$ cat config.mk
export PLATFORM = sky130hd
export DESIGN_NAME = dac_i2c_front
export DESIGN_NICKNAME = d
export VERILOG_FILES = /design/src/rtl/dacif_pkg.sv /design/src/rtl/bus_line_sync.sv /design/src/rtl/frame_rx.sv /design/src/rtl/dac_channel.sv /design/src/rtl/dac_i2c_front.sv
export SDC_FILE = /design/constraint.sdc
export NUM_CORES = 1
export LEC_CHECK = 0
export BUFFER_PORTS_ARGS = -buffer_cell sky130_fd_sc_hd__buf_2
export CAP_MARGIN = 10
export CORE_UTILIZATION = 45
export CTS_CLUSTER_DIAMETER = 150
export DETAILED_ROUTE_END_ITERATION = 10
export PLACE_DENSITY = 0.7
export SLEW_MARGIN = 10
export SYNTH_ARGS = -nofsm -noshare
export SYNTH_HDL_FRONTEND = slang
export SYNTH_HIERARCHICAL = 1
export SYNTH_SLANG_ARGS = --single-unit
$ cat constraint.sdc
create_clock -name clk -period 5.1 [get_ports clk]
set_input_delay 1.02 -clock clk [delete_from_list [all_inputs] [get_ports clk]]
set_output_delay 1.02 -clock clk [all_outputs]
set_load 0.05 [all_outputs]
$ cat src/rtl/dacif_pkg.sv
package dacif_pkg;

  localparam logic [3:0] CMD_WR_IN  = 4'b0000;
  localparam logic [3:0] CMD_UPD    = 4'b0001;
  localparam logic [3:0] CMD_WR_UPD = 4'b0011;
  localparam logic [3:0] CMD_PWRDN  = 4'b0100;
  localparam logic [3:0] SEL_ALL    = 4'b1111;

  typedef enum logic [1:0] {
    RX_IDLE,
    RX_SHIFT,
    RX_ACK,
    RX_HOLD
  } rx_state_e;

  typedef struct packed {
    logic [3:0]  cmd;
    logic [3:0]  chan;
    logic [15:0] data;
  } dac_frame_t;

endpackage

$ cat src/rtl/bus_line_sync.sv
module bus_line_sync #(
  parameter int SYNC_STAGES = 2
) (
  input  logic clk,
  input  logic rst_n,
  input  logic scl_in,
  input  logic sda_in,
  output logic sda_q,
  output logic scl_rise,
  output logic scl_fall,
  output logic start_det,
  output logic stop_det
);

  localparam int MSB = SYNC_STAGES - 1;

  logic [MSB:0] scl_pipe, sda_pipe;
  logic         scl_d, sda_d;
  logic         scl_q;

  always_ff @(posedge clk or negedge rst_n) begin
    if (!rst_n) begin
      scl_pipe <= '1;
      sda_pipe <= '1;
      scl_d    <= 1'b1;
      sda_d    <= 1'b1;
    end else begin
      scl_pipe <= {scl_pipe[MSB-1:0], scl_in};
      sda_pipe <= {sda_pipe[MSB-1:0], sda_in};
      scl_d    <= scl_pipe[MSB];
      sda_d    <= sda_pipe[MSB];
    end
  end

  assign scl_q     = scl_pipe[MSB];
  assign sda_q     = sda_pipe[MSB];
  assign scl_rise  = scl_q & ~scl_d;
  assign scl_fall  = ~scl_q & scl_d;
  assign start_det = scl_q & scl_d & sda_d & ~sda_q;
  assign stop_det  = scl_q & scl_d & ~sda_d & sda_q;

endmodule

$ cat src/rtl/frame_rx.sv
module frame_rx
  import dacif_pkg::*;
#(
  parameter logic [3:0] ADDR_HI = 4'b0010
) (
  input  logic       clk,
  input  logic       rst_n,
  input  logic       sda_q,
  input  logic       scl_rise,
  input  logic       scl_fall,
  input  logic       start_det,
  input  logic       stop_det,
  input  logic [2:0] chip_addr,
  output logic       sda_pull,
  output logic       frame_vld,
  output dac_frame_t frame_q
);

  localparam int BYTES   = 4;
  localparam int BYTE_W  = $clog2(BYTES);
  localparam logic [3:0] BITS_PER_BYTE = 4'd8;
  localparam logic [BYTE_W-1:0] LAST_BYTE = BYTE_W'(BYTES - 1);

  rx_state_e         state_q, state_n;
  logic [3:0]        bit_cnt_q, bit_cnt_n;
  logic [BYTE_W-1:0] byte_cnt_q, byte_cnt_n;
  logic [7:0]        shreg_q, shreg_n;
  logic [7:0]        cmd_byte_q, cmd_byte_n;
  logic [7:0]        hi_byte_q, hi_byte_n;
  dac_frame_t        frame_n;
  logic              vld_n;
  logic              addr_ok;

  assign addr_ok = (shreg_q == {ADDR_HI, chip_addr, 1'b0});

  always_comb begin
    state_n    = state_q;
    bit_cnt_n  = bit_cnt_q;
    byte_cnt_n = byte_cnt_q;
    shreg_n    = shreg_q;
    cmd_byte_n = cmd_byte_q;
    hi_byte_n  = hi_byte_q;
    frame_n    = frame_q;
    vld_n      = 1'b0;
    if (start_det) begin
      state_n    = RX_SHIFT;
      bit_cnt_n  = '0;
      byte_cnt_n = '0;
    end else if (stop_det) begin
      state_n = RX_IDLE;
    end else begin
      case (state_q)
        RX_SHIFT: begin
          if (scl_rise && bit_cnt_q < BITS_PER_BYTE) begin
            shreg_n   = {shreg_q[6:0], sda_q};
            bit_cnt_n = bit_cnt_q + 4'd1;
          end else if (scl_fall && bit_cnt_q == BITS_PER_BYTE) begin
            bit_cnt_n = '0;
            state_n   = RX_ACK;
            case (byte_cnt_q)
              2'd0: if (!addr_ok) state_n = RX_IDLE;
              2'd1: cmd_byte_n = shreg_q;
              2'd2: hi_byte_n  = shreg_q;
              default: frame_n = {cmd_byte_q, hi_byte_q, shreg_q};
            endcase
          end
        end
        RX_ACK: begin
          if (scl_fall) begin
            if (byte_cnt_q == LAST_BYTE) begin
              state_n = RX_HOLD;
              vld_n   = 1'b1;
            end else begin
              byte_cnt_n = byte_cnt_q + 1'b1;
              state_n    = RX_SHIFT;
            end
          end
        end
        default: ;
      endcase
    end
  end

  always_ff @(posedge clk or negedge rst_n) begin
    if (!rst_n) begin
      state_q    <= RX_IDLE;
      bit_cnt_q  <= '0;
      byte_cnt_q <= '0;
      shreg_q    <= '0;
      cmd_byte_q <= '0;
      hi_byte_q  <= '0;
      frame_q    <= '0;
      frame_vld  <= 1'b0;
    end else begin
      state_q    <= state_n;
      bit_cnt_q  <= bit_cnt_n;
      byte_cnt_q <= byte_cnt_n;
      shreg_q    <= shreg_n;
      cmd_byte_q <= cmd_byte_n;
      hi_byte_q  <= hi_byte_n;
      frame_q    <= frame_n;
      frame_vld  <= vld_n;
    end
  end

  assign sda_pull = (state_q == RX_ACK);


  start_clears_chk: assert property (@(posedge clk) disable iff (!rst_n)
    start_det |=> (state_q == RX_SHIFT && bit_cnt_q == 4'd0 && !frame_vld));


  vld_pulse_chk: assert property (@(posedge clk) disable iff (!rst_n)
    frame_vld |=> !frame_vld);


  ack_after_byte_chk: assert property (@(posedge clk) disable iff (!rst_n)
    $rose(sda_pull) |-> ($past(scl_fall) && $past(bit_cnt_q) == BITS_PER_BYTE));

endmodule

$ cat src/rtl/dac_channel.sv
module dac_channel
  import dacif_pkg::*;
#(
  parameter int CODE_W = 16
) (
  input  logic              clk,
  input  logic              rst_n,
  input  logic              cmd_hit,
  input  logic [3:0]        cmd,
  input  logic [CODE_W-1:0] data,
  input  logic              commit,
  input  logic              wake_all,
  output logic [CODE_W-1:0] dac_q,
  output logic              sleep_q
);

  logic [CODE_W-1:0] in_q, in_n, dac_n;
  logic              sleep_n;
  logic              in_en, dac_en, sleep_en;

  always_comb begin
    in_n     = in_q;
    dac_n    = dac_q;
    sleep_n  = sleep_q;
    in_en    = 1'b0;
    dac_en   = 1'b0;
    sleep_en = 1'b0;
    if (commit) begin
      dac_n  = in_q;
      dac_en = 1'b1;
    end
    if (cmd_hit) begin
      case (cmd)
        CMD_WR_IN: begin
          in_n = data; in_en = 1'b1;
          sleep_n = 1'b0; sleep_en = 1'b1;
        end
        CMD_UPD: begin
          dac_n = in_q; dac_en = 1'b1;
          sleep_n = 1'b0; sleep_en = 1'b1;
        end
        CMD_WR_UPD: begin
          in_n = data; in_en = 1'b1;
          dac_n = data; dac_en = 1'b1;
          sleep_n = 1'b0; sleep_en = 1'b1;
        end
        CMD_PWRDN: begin
          sleep_n = 1'b1; sleep_en = 1'b1;
        end
        default: ;
      endcase
    end
    if (wake_all) begin
      sleep_n  = 1'b0;
      sleep_en = 1'b1;
    end
  end

  always_ff @(posedge clk or negedge rst_n) begin
    if (!rst_n) begin
      in_q    <= '0;
      dac_q   <= '0;
      sleep_q <= 1'b0;
    end else begin
      if (in_en)    in_q    <= in_n;
      if (dac_en)   dac_q   <= dac_n;
      if (sleep_en) sleep_q <= sleep_n;
    end
  end


  sleep_blocked_chk: assert property (@(posedge clk) disable iff (!rst_n)
    $rose(sleep_q) |-> !$past(wake_all));


  wake_keeps_code_chk: assert property (@(posedge clk) disable iff (!rst_n)
    (wake_all && !commit && !cmd_hit) |=> $stable(dac_q));

endmodule

$ cat src/rtl/dac_i2c_front.sv
module dac_i2c_front
  import dacif_pkg::*;
#(
  parameter int         CODE_W      = 16,
  parameter int         NCH         = 2,
  parameter logic [3:0] ADDR_HI     = 4'b0010,
  parameter int         SYNC_STAGES = 2
) (
  input  logic                       clk,
  input  logic                       rst_n,
  input  logic                       scl_in,
  input  logic                       sda_in,
  output logic                       sda_pull,
  input  logic [2:0]                 chip_addr,
  input  logic                       load_n,
  output logic [NCH-1:0][CODE_W-1:0] dac_code,
  output logic [NCH-1:0]             sleep
);

  localparam int LMSB = SYNC_STAGES - 1;

  logic [1:0]    rst_pipe;
  logic          rst_sync_n;
  logic [LMSB:0] ld_pipe;
  logic          ld_d, ld_fall, ld_low;
  logic          sda_q, scl_rise, scl_fall, start_det, stop_det;
  logic          frame_vld;
  dac_frame_t    frm;
  logic [NCH-1:0] sel, commit;
  logic           armed_q, armed_n;
  logic [NCH-1:0] armed_sel_q, armed_sel_n;
  logic           frame_arms;

  always_ff @(posedge clk or negedge rst_n) begin
    if (!rst_n) rst_pipe <= '0;
    else        rst_pipe <= {rst_pipe[0], 1'b1};
  end
  assign rst_sync_n = rst_pipe[1];

  always_ff @(posedge clk or negedge rst_sync_n) begin
    if (!rst_sync_n) begin
      ld_pipe <= '1;
      ld_d    <= 1'b1;
    end else begin
      ld_pipe <= {ld_pipe[LMSB-1:0], load_n};
      ld_d    <= ld_pipe[LMSB];
    end
  end
  assign ld_low  = ~ld_pipe[LMSB];
  assign ld_fall = ld_d & ~ld_pipe[LMSB];

  bus_line_sync #(.SYNC_STAGES(SYNC_STAGES)) u_sync (
    .clk(clk), .rst_n(rst_sync_n), .scl_in(scl_in), .sda_in(sda_in),
    .sda_q(sda_q), .scl_rise(scl_rise), .scl_fall(scl_fall),
    .start_det(start_det), .stop_det(stop_det)
  );

  frame_rx #(.ADDR_HI(ADDR_HI)) u_rx (
    .clk(clk), .rst_n(rst_sync_n), .sda_q(sda_q), .scl_rise(scl_rise),
    .scl_fall(scl_fall), .start_det(start_det), .stop_det(stop_det),
    .chip_addr(chip_addr), .sda_pull(sda_pull), .frame_vld(frame_vld),
    .frame_q(frm)
  );

  assign frame_arms = frame_vld && (frm.cmd == CMD_WR_IN) && (|sel);

  always_comb begin
    armed_n     = armed_q;
    armed_sel_n = armed_sel_q;
    if (frame_vld) begin
      armed_n     = frame_arms;
      armed_sel_n = sel;
    end else if (ld_fall) begin
      armed_n = 1'b0;
    end
  end

  always_ff @(posedge clk or negedge rst_sync_n) begin
    if (!rst_sync_n) begin
      armed_q     <= 1'b0;
      armed_sel_q <= '0;
    end else begin
      armed_q     <= armed_n;
      armed_sel_q <= armed_sel_n;
    end
  end

  for (genvar i = 0; i < NCH; i++) begin : g_ch
    assign sel[i]    = (frm.chan == 4'(i)) || (frm.chan == SEL_ALL);
    assign commit[i] = ld_fall & armed_q & armed_sel_q[i];

    dac_channel #(.CODE_W(CODE_W)) u_ch (
      .clk(clk), .rst_n(rst_sync_n),
      .cmd_hit(frame_vld & sel[i]), .cmd(frm.cmd),
      .data(frm.data[15 -: CODE_W]), .commit(commit[i]),
      .wake_all(ld_low), .dac_q(dac_code[i]), .sleep_q(sleep[i])
    );
  end


  disarm_chk: assert property (@(posedge clk) disable iff (!rst_sync_n)
    (ld_fall && !frame_vld) |=> !armed_q);

endmodule

==> results of run 1 <==
==> area by class of cell <==
class,count,area [sq um],share of cell area
Sequential cell,137,3440,0.488
Multi-Input combinational cell,302,2530,0.358
Clock buffer,23,488,0.0691
Timing Repair Buffer,48,255,0.0362
Tap cell,176,220,0.0312
Clock inverter,7,92.6,0.0131
Inverter,8,30.0,0.00425
==> metal layers <==
| metal | track usage | up-vias |
|---|---|---|
| met2 | 0.283 | 80 |
| met3 | 0.0493 | 12 |
| met4 | 0.0601 | 0 |
| met5 | 0 | - |
| li1 | - | 1829 |
| met1 | 0.236 | 1938 |
==> power by group through the flow <==
stage | Combinational, uW | Sequential, uW | Clock, uW
3_5_place_dp | 120 | 1240 | 0
6_report | 118 | 1220 | 1190
2_1_floorplan | 90.8 | 1210 | 0
3_3_place_gp | 110 | 1240 | 0
4_1_cts | 120 | 1220 | 1210
5_1_grt | 134 | 1230 | 1260
==> worst min path at each step <==
| stage | cells past startpoint | to | start |
|---|---|---|---|
| 2_1_floorplan | 0 | rst_pipe[1]$_DFF_PN0_ | rst_pipe[0]$_DFF_PN0_ |
| 3_3_place_gp | 0 | rst_pipe[1]$_DFF_PN0_ | rst_pipe[0]$_DFF_PN0_ |
| 3_5_place_dp | 0 | rst_pipe[1]$_DFF_PN0_ | rst_pipe[0]$_DFF_PN0_ |
| 4_1_cts | 0 | rst_pipe[1]$_DFF_PN0_ | rst_pipe[0]$_DFF_PN0_ |
| 5_1_grt | 0 | u_sync/sda_pipe[1]$_DFF_PN1_ | u_sync/sda_pipe[0]$_DFF_PN1_ |
| 6_report | 0 | rst_pipe[1]$_DFF_PN0_ | rst_pipe[0]$_DFF_PN0_ |
==> cell families (layout without fill, tap and decap cells) <==
family | count (synthesis) | in the layout | synth area share
other | 1 | 1 | 0.000611
xor gates and xnor gates | 5 | 5 | 0.00713
buffers and inverters | 39 | 86 | 0.0328
muxes | 82 | 82 | 0.175
adders and majority gates | 6 | 6 | 0.0122
AOI/OAI and AO/OA | 84 | 84 | 0.0795
and+or+nand+nor | 124 | 124 | 0.132
DFF | 137 | 137 | 0.560
==> registers in the layout, summed over array words and instances (netlist names), 2 cells and up <==
register and count:
g_ch.u_ch/sleep_q 2, u_sync/scl_pipe 2, u_rx/bit_cnt_q 4, u_rx/cmd_byte_q 8, u_rx/state_q 2, g_ch.u_ch/in_q 32
u_rx/hi_byte_q 8, u_rx/byte_cnt_q 2, armed_sel_q 2, u_rx/shreg_q 8, u_rx/frame_q 24, u_sync/sda_pipe 2
ld_pipe 2, rst_pipe 2, g_ch.u_ch/dac_q 32
==> metrics by stage <==
stage	utilization	setup WS, ns	cell area [sq um]	std cells
CTS	0.531	2.26	7060	701
finish	0.531	2.26	7060	701
global placement	0.487	2.38	6480	671
floorplan	-	1.02	6140	478
global route	0.531	2.10	7060	701
detailed placement	0.487	2.28	6480	671
==> cells in the mapped netlist, types with 4 or more instances <==
cell type	count	share of area
nor2_1	8	0.0049
buf_6	5	0.0092
dfrtp_1	128	0.52
mux2_4	41	0.10
nand3_1	34	0.028
ha_1	6	0.012
nor2b_1	5	0.0051
a31oi_1	32	0.033
nor3_1	35	0.029
o21ai_0	39	0.032
inv_1	8	0.0049
clkbuf_1	15	0.0092
dfstp_2	9	0.039
buf_2	8	0.0065
a21oi_1	4	0.0033
mux2_2	39	0.072
nand2b_1	6	0.0061
==> impl_metrics.toml, run 1 <==
[detailed_routing]
ant_nets = 0
drc = 0
drt_pass1_iterations = 5
top_layer = "met4"
wirelength_met1_um = 5470
avgViaCountPerCell = 5.50
vias = 3859
routed_wirelength_um = 11500
drt_iter0_drc = 237
post_drt_wl_per_cell_um = 16.4
wl_met3_um = 470
routed-wl-met2_um = 5400

[power]
power_density_mw_per_mm2 = 357
total_power_uw = 2520
p_leak_uw = 0.00335
peakVddDrop_mv = 0.237
p_int_uw = 1960
combPwrFrac = 0.047
p_clk_frac = 0.470
switching_share = 0.222
p_seq_frac = 0.483
power_switching_uw = 561

[die]
coreArea_sq_mm = 0.0133
die_area_sq_mm = 0.0141
fp-row-count = 42
io_pins = 43
die_w_um = 119
die_h_um = 119
start_util = 0.462

[layout]
antenna_cells = 0
mostFrequentLayoutCell = "dfrtp_1"
drive_gt1_frac = 0.350
final_nets = 528
layout_common_cells = "dfrtp_1 (127), buf_2 (42), mux2_4 (41), o21ai_0 (39), mux2_2 (39)"
syn_to_final_growth_pct = 15.0
fillers = 1125

[yosys]
synthCells = 478
synthFlopType = "dfrtp_1"
syn_nets = 492
yosys_warnings = 6
synth_area_sq_mm = 0.00614
seq_area_frac_synth = 0.560
postSynth.asyncResetShare = 1.00
synth-edff-count = 0
ys_types = 55
ys_ff_latch = 137
syn_avg_cell_area_sq_um = 12.8

[placement]
io_buffers = 42
gp_congestion = 0.754
post-dp-hpwl_um = 8000

[global_route]
overflow = 0
grt_max_degree = 70
grt_usage = 0.178
grt_pass1_wl_um = 19700
grt_pass1_vias = 3863
antenna_found_initial = 0

[setup_path]
cp.depth = 4
cpLargestDelayFamily = "simple AND/OR/NAND/NOR gates"
cp.arrival_ns = 3.14
cp_slowest_cell = "nor4_4"
rr_worst_depth = 4
slowest_delay_ns = 1.04
setup.worst_path.end_class = "flip-flop"
crit_end = "g_ch[1].u_ch/in_q[11]$_DFFE_PN0P_"
r2r_end = "g_ch[1].u_ch/in_q[11]$_DFFE_PN0P_"
cp-start-kind = "flip-flop"
path_cells = "buf_4 -> nor2b_1 -> nor4_4 -> mux2_2"
r2r-start = "u_rx/frame_q[21]$_DFFE_PN0P_"
worstSetupPathType = "flip-flop to flip-flop"
worst-path-buf-inv = 1
ff2ff_setup_slack_ns = 2.26
worst-path-max-fanout = 23
setup.worst_path.start = "u_rx/frame_q[21]$_DFFE_PN0P_"
required_ns = 5.40

[job]
maxCapViolations = 0

[timing]
fin_skew_ns = 0.00590
tns_ns = 0
slew_headroom = 0.173
hold_violations = 0
rsz0062_at_grt = "no"
period_needed_ns = 2.84
fmax_ghz = 0.352
slew_viol_final = 0
setup_violations = 0
period_share = 0.557
worst_pin_slew_ns = 1.23
timing.hold.ws_ns = 0.350

[clock_network]
clock-sinks = 137
post-cts-setup-buffers = 0
cts_buffer_depth = 2
cts_made_buffers = 17
cts_hold_buffers = 0
cts_tree = "done"
cts_resized = 0
cts_htree_levels = 4
clkSlewWorstSetupHoldPaths_ns = 0.06
clock_latency_ns = 0.41
root_buffer = "clkbuf_16"

[status]
status = "complete, no violations"

[worst_hold_path]
hold_class = "flip-flop to flip-flop"
No activity file was read; power rests on OpenSTA's default activity.
==> run 2: changes to the inputs <==
--- a/config.mk
+++ b/config.mk
@@ -10,7 +10,7 @@
 export CORE_UTILIZATION = 45
 export CTS_CLUSTER_DIAMETER = 150
 export DETAILED_ROUTE_END_ITERATION = 10
-export PLACE_DENSITY = 0.7
+export PLACE_DENSITY = 0.73
 export SLEW_MARGIN = 10
 export SYNTH_ARGS = -nofsm -noshare
 export SYNTH_HDL_FRONTEND = slang
==> constraint.sdc (replaced) <==
create_clock -name clk -period 2.35 [get_ports clk]
set_input_delay 0.47 -clock clk [delete_from_list [all_inputs] [get_ports clk]]
set_output_delay 0.47 -clock clk [all_outputs]
set_load 0.05 [all_outputs]
==> run 2 against run 1 <==
Fmax rose by 32%. Register-to-register slack worse by 2.1 ns. First-iteration DRC count increased by 38%. Critical path depth rose by 3. Setup slack lost 2.1 ns. Combinational power up 130%. Largest power group is now the clock network. Clock skew rose by 0.0058 ns.
==> impl_metrics.toml, run 2 (synthesis gave the netlist of run 1 again) <==
[detailed_routing]
vias = 4029
drt_pass1_iterations = 5
drc = 0
routed_wirelength_um = 12600
drt_iter0_drc = 327
post_drt_wl_per_cell_um = 17.7
avgViaCountPerCell = 5.65
ant_nets = 0

[die]
die_h_um = 119
fp-row-count = 42
io_pins = 43
die_w_um = 119
die_area_sq_mm = 0.0141
coreArea_sq_mm = 0.0133
start_util = 0.462

[global_route]
grt_usage = 0.196
overflow = 0
grt_pass1_vias = 4072
grt_pass1_wl_um = 21200
antenna_found_initial = 0
grt_max_degree = 46

[timing]
hold_violations = 0
slew_viol_final = 0
fmax_ghz = 0.464
timing.hold.ws_ns = 0.152
tns_ns = 0
slew_headroom = 0.665
worst_pin_slew_ns = 0.503
period_needed_ns = 2.16
fin_ws_ns = 0.193
fin_skew_ns = 0.0117
rsz0062_at_grt = "no"
setup_violations = 0
period_share = 0.918

[layout]
antenna_cells = 0
final_nets = 538
fin_util = 0.544
reg_top3 = "g_ch.u_ch/dac_q x32, g_ch.u_ch/in_q x32, u_rx/frame_q x24"
mostFrequentLayoutCell = "dfrtp_1"
fillers = 1107
drive_gt1_frac = 0.363
layout_common_cells = "dfrtp_1 (127), buf_2 (42), mux2_4 (41), o21ai_0 (39), mux2_2 (39)"
syn_to_final_growth_pct = 17.8

[power]
p_leak_uw = 0.00343
peakVddDrop_mv = 0.572
power_density_mw_per_mm2 = 770
total_power_uw = 5570

[setup_path]
cp_slowest_cell = "or3_4"
slowest_delay_ns = 0.42
setup.worst_path.start = "u_rx/frame_q[17]$_DFFE_PN0P_"
worstSetupPathType = "flip-flop to flip-flop"
required_ns = 2.64
path_cells = "or3_4 -> o21ai_2 -> and2_1 -> nand2b_1 -> nor4_4 -> buf_12 -> mux2_2"
cp-start-kind = "flip-flop"
ff2ff_setup_slack_ns = 0.19
rr_worst_depth = 7
r2r_end = "g_ch[0].u_ch/in_q[9]$_DFFE_PN0P_"
worst-path-max-fanout = 16
r2r-start = "u_rx/frame_q[17]$_DFFE_PN0P_"
setup.worst_path.end_class = "flip-flop"
cp.arrival_ns = 2.45

[placement]
dp_slack_ns = 0.222
io_buffers = 42
post-dp-hpwl_um = 8460
gp_congestion = 0.780

[clock_network]
clock_latency_ns = 0.42
post-cts-setup-buffers = 0
cts_htree_levels = 4
clock-sinks = 137
cts_hold_buffers = 1
cts_made_buffers = 17
cts_resized = 0
clkSlewWorstSetupHoldPaths_ns = 0.06
root_buffer = "clkbuf_16"
cts_tree = "done"
cts_buffer_depth = 2

[status]
status = "complete, no violations"

[worst_hold_path]
hold_path_end = "u_sync/scl_pipe[0]$_DFF_PN1_"
holdCritStartpoint = "scl_in"
min_path_cells = 1
hold_class = "primary input to flip-flop"

[job]
maxCapViolations = 0
==> run 2: changes by cell type in the layout (fill, tap and decap cells not counted), sizes merged <==
| cell | before | now |
|---|---|---|
| buf | 48 | 57 |
| clkinv | 2 | 3 |
| dlygate4sd3 | 0 | 1 |
| inv | 8 | 9 |
==> run 2: worst max-delay path by stage <==
stage	to	slack, ns	depth (start not counted)
2_1_floorplan	armed_q$_DFFE_PN0P_	0.08	0
3_3_place_gp	g_ch[0].u_ch/in_q[9]$_DFFE_PN0P_	0.27	7
3_5_place_dp	g_ch[0].u_ch/in_q[9]$_DFFE_PN0P_	0.22	7
4_1_cts	g_ch[0].u_ch/in_q[9]$_DFFE_PN0P_	0.21	7
5_1_grt	g_ch[0].u_ch/in_q[9]$_DFFE_PN0P_	0.1	7
6_report	g_ch[0].u_ch/in_q[9]$_DFFE_PN0P_	0.19	7
==> run 2: through the flow <==
stage	cells	area [sq um]
finish	713	7230
global route	713	7230
CTS	713	7230
detailed placement	680	6620
global placement	680	6620
floorplan	478	6140
==> run 2: where the power goes <==
| part | internal [uW] | switching (uW) | leakage (uW) |
|---|---|---|---|
| combinational | 142 | 132 | 0.00128 |
| sequential | 2460 | 169 | 0.00186 |
| clock | 1680 | 983 | 0.000286 |
| total | 4290 | 1280 | 0.00343 |
==> run 2: layer usage <==
layer / vias to the layer above / routed length (um) / GRT usage
met2: 143 / 6050 / 0.315
met3: 28 / 639 / 0.0512
li1: 1842 / - / -
met5: - / 0 / 0
met1: 2016 / 5670 / 0.253
met4: 0 / 284 / 0.0767
==> run 2: area by class of cell <==
| type | count | area [sq um] | area share |
|---|---|---|---|
| Tap cell | 176 | 220 | 0.0304 |
| Clock inverter | 9 | 114 | 0.0157 |
| Inverter | 8 | 30.0 | 0.00415 |
| Sequential cell | 137 | 3440 | 0.476 |
| Multi-Input combinational cell | 302 | 2530 | 0.350 |
| Clock buffer | 23 | 488 | 0.0675 |
| Timing Repair Buffer | 58 | 408 | 0.0564 |
==> run 2: worst max-delay path: cells and delay by family, from the launching register on <==
kind / cells / cell delay, ns
multiplexers: 1 / 0.36
flip-flops: 1 / 0.40
AO/OA/AOI/OAI: 1 / 0.13
buffers and inverters: 1 / 0.21
AND/OR/NAND/NOR: 4 / 0.95
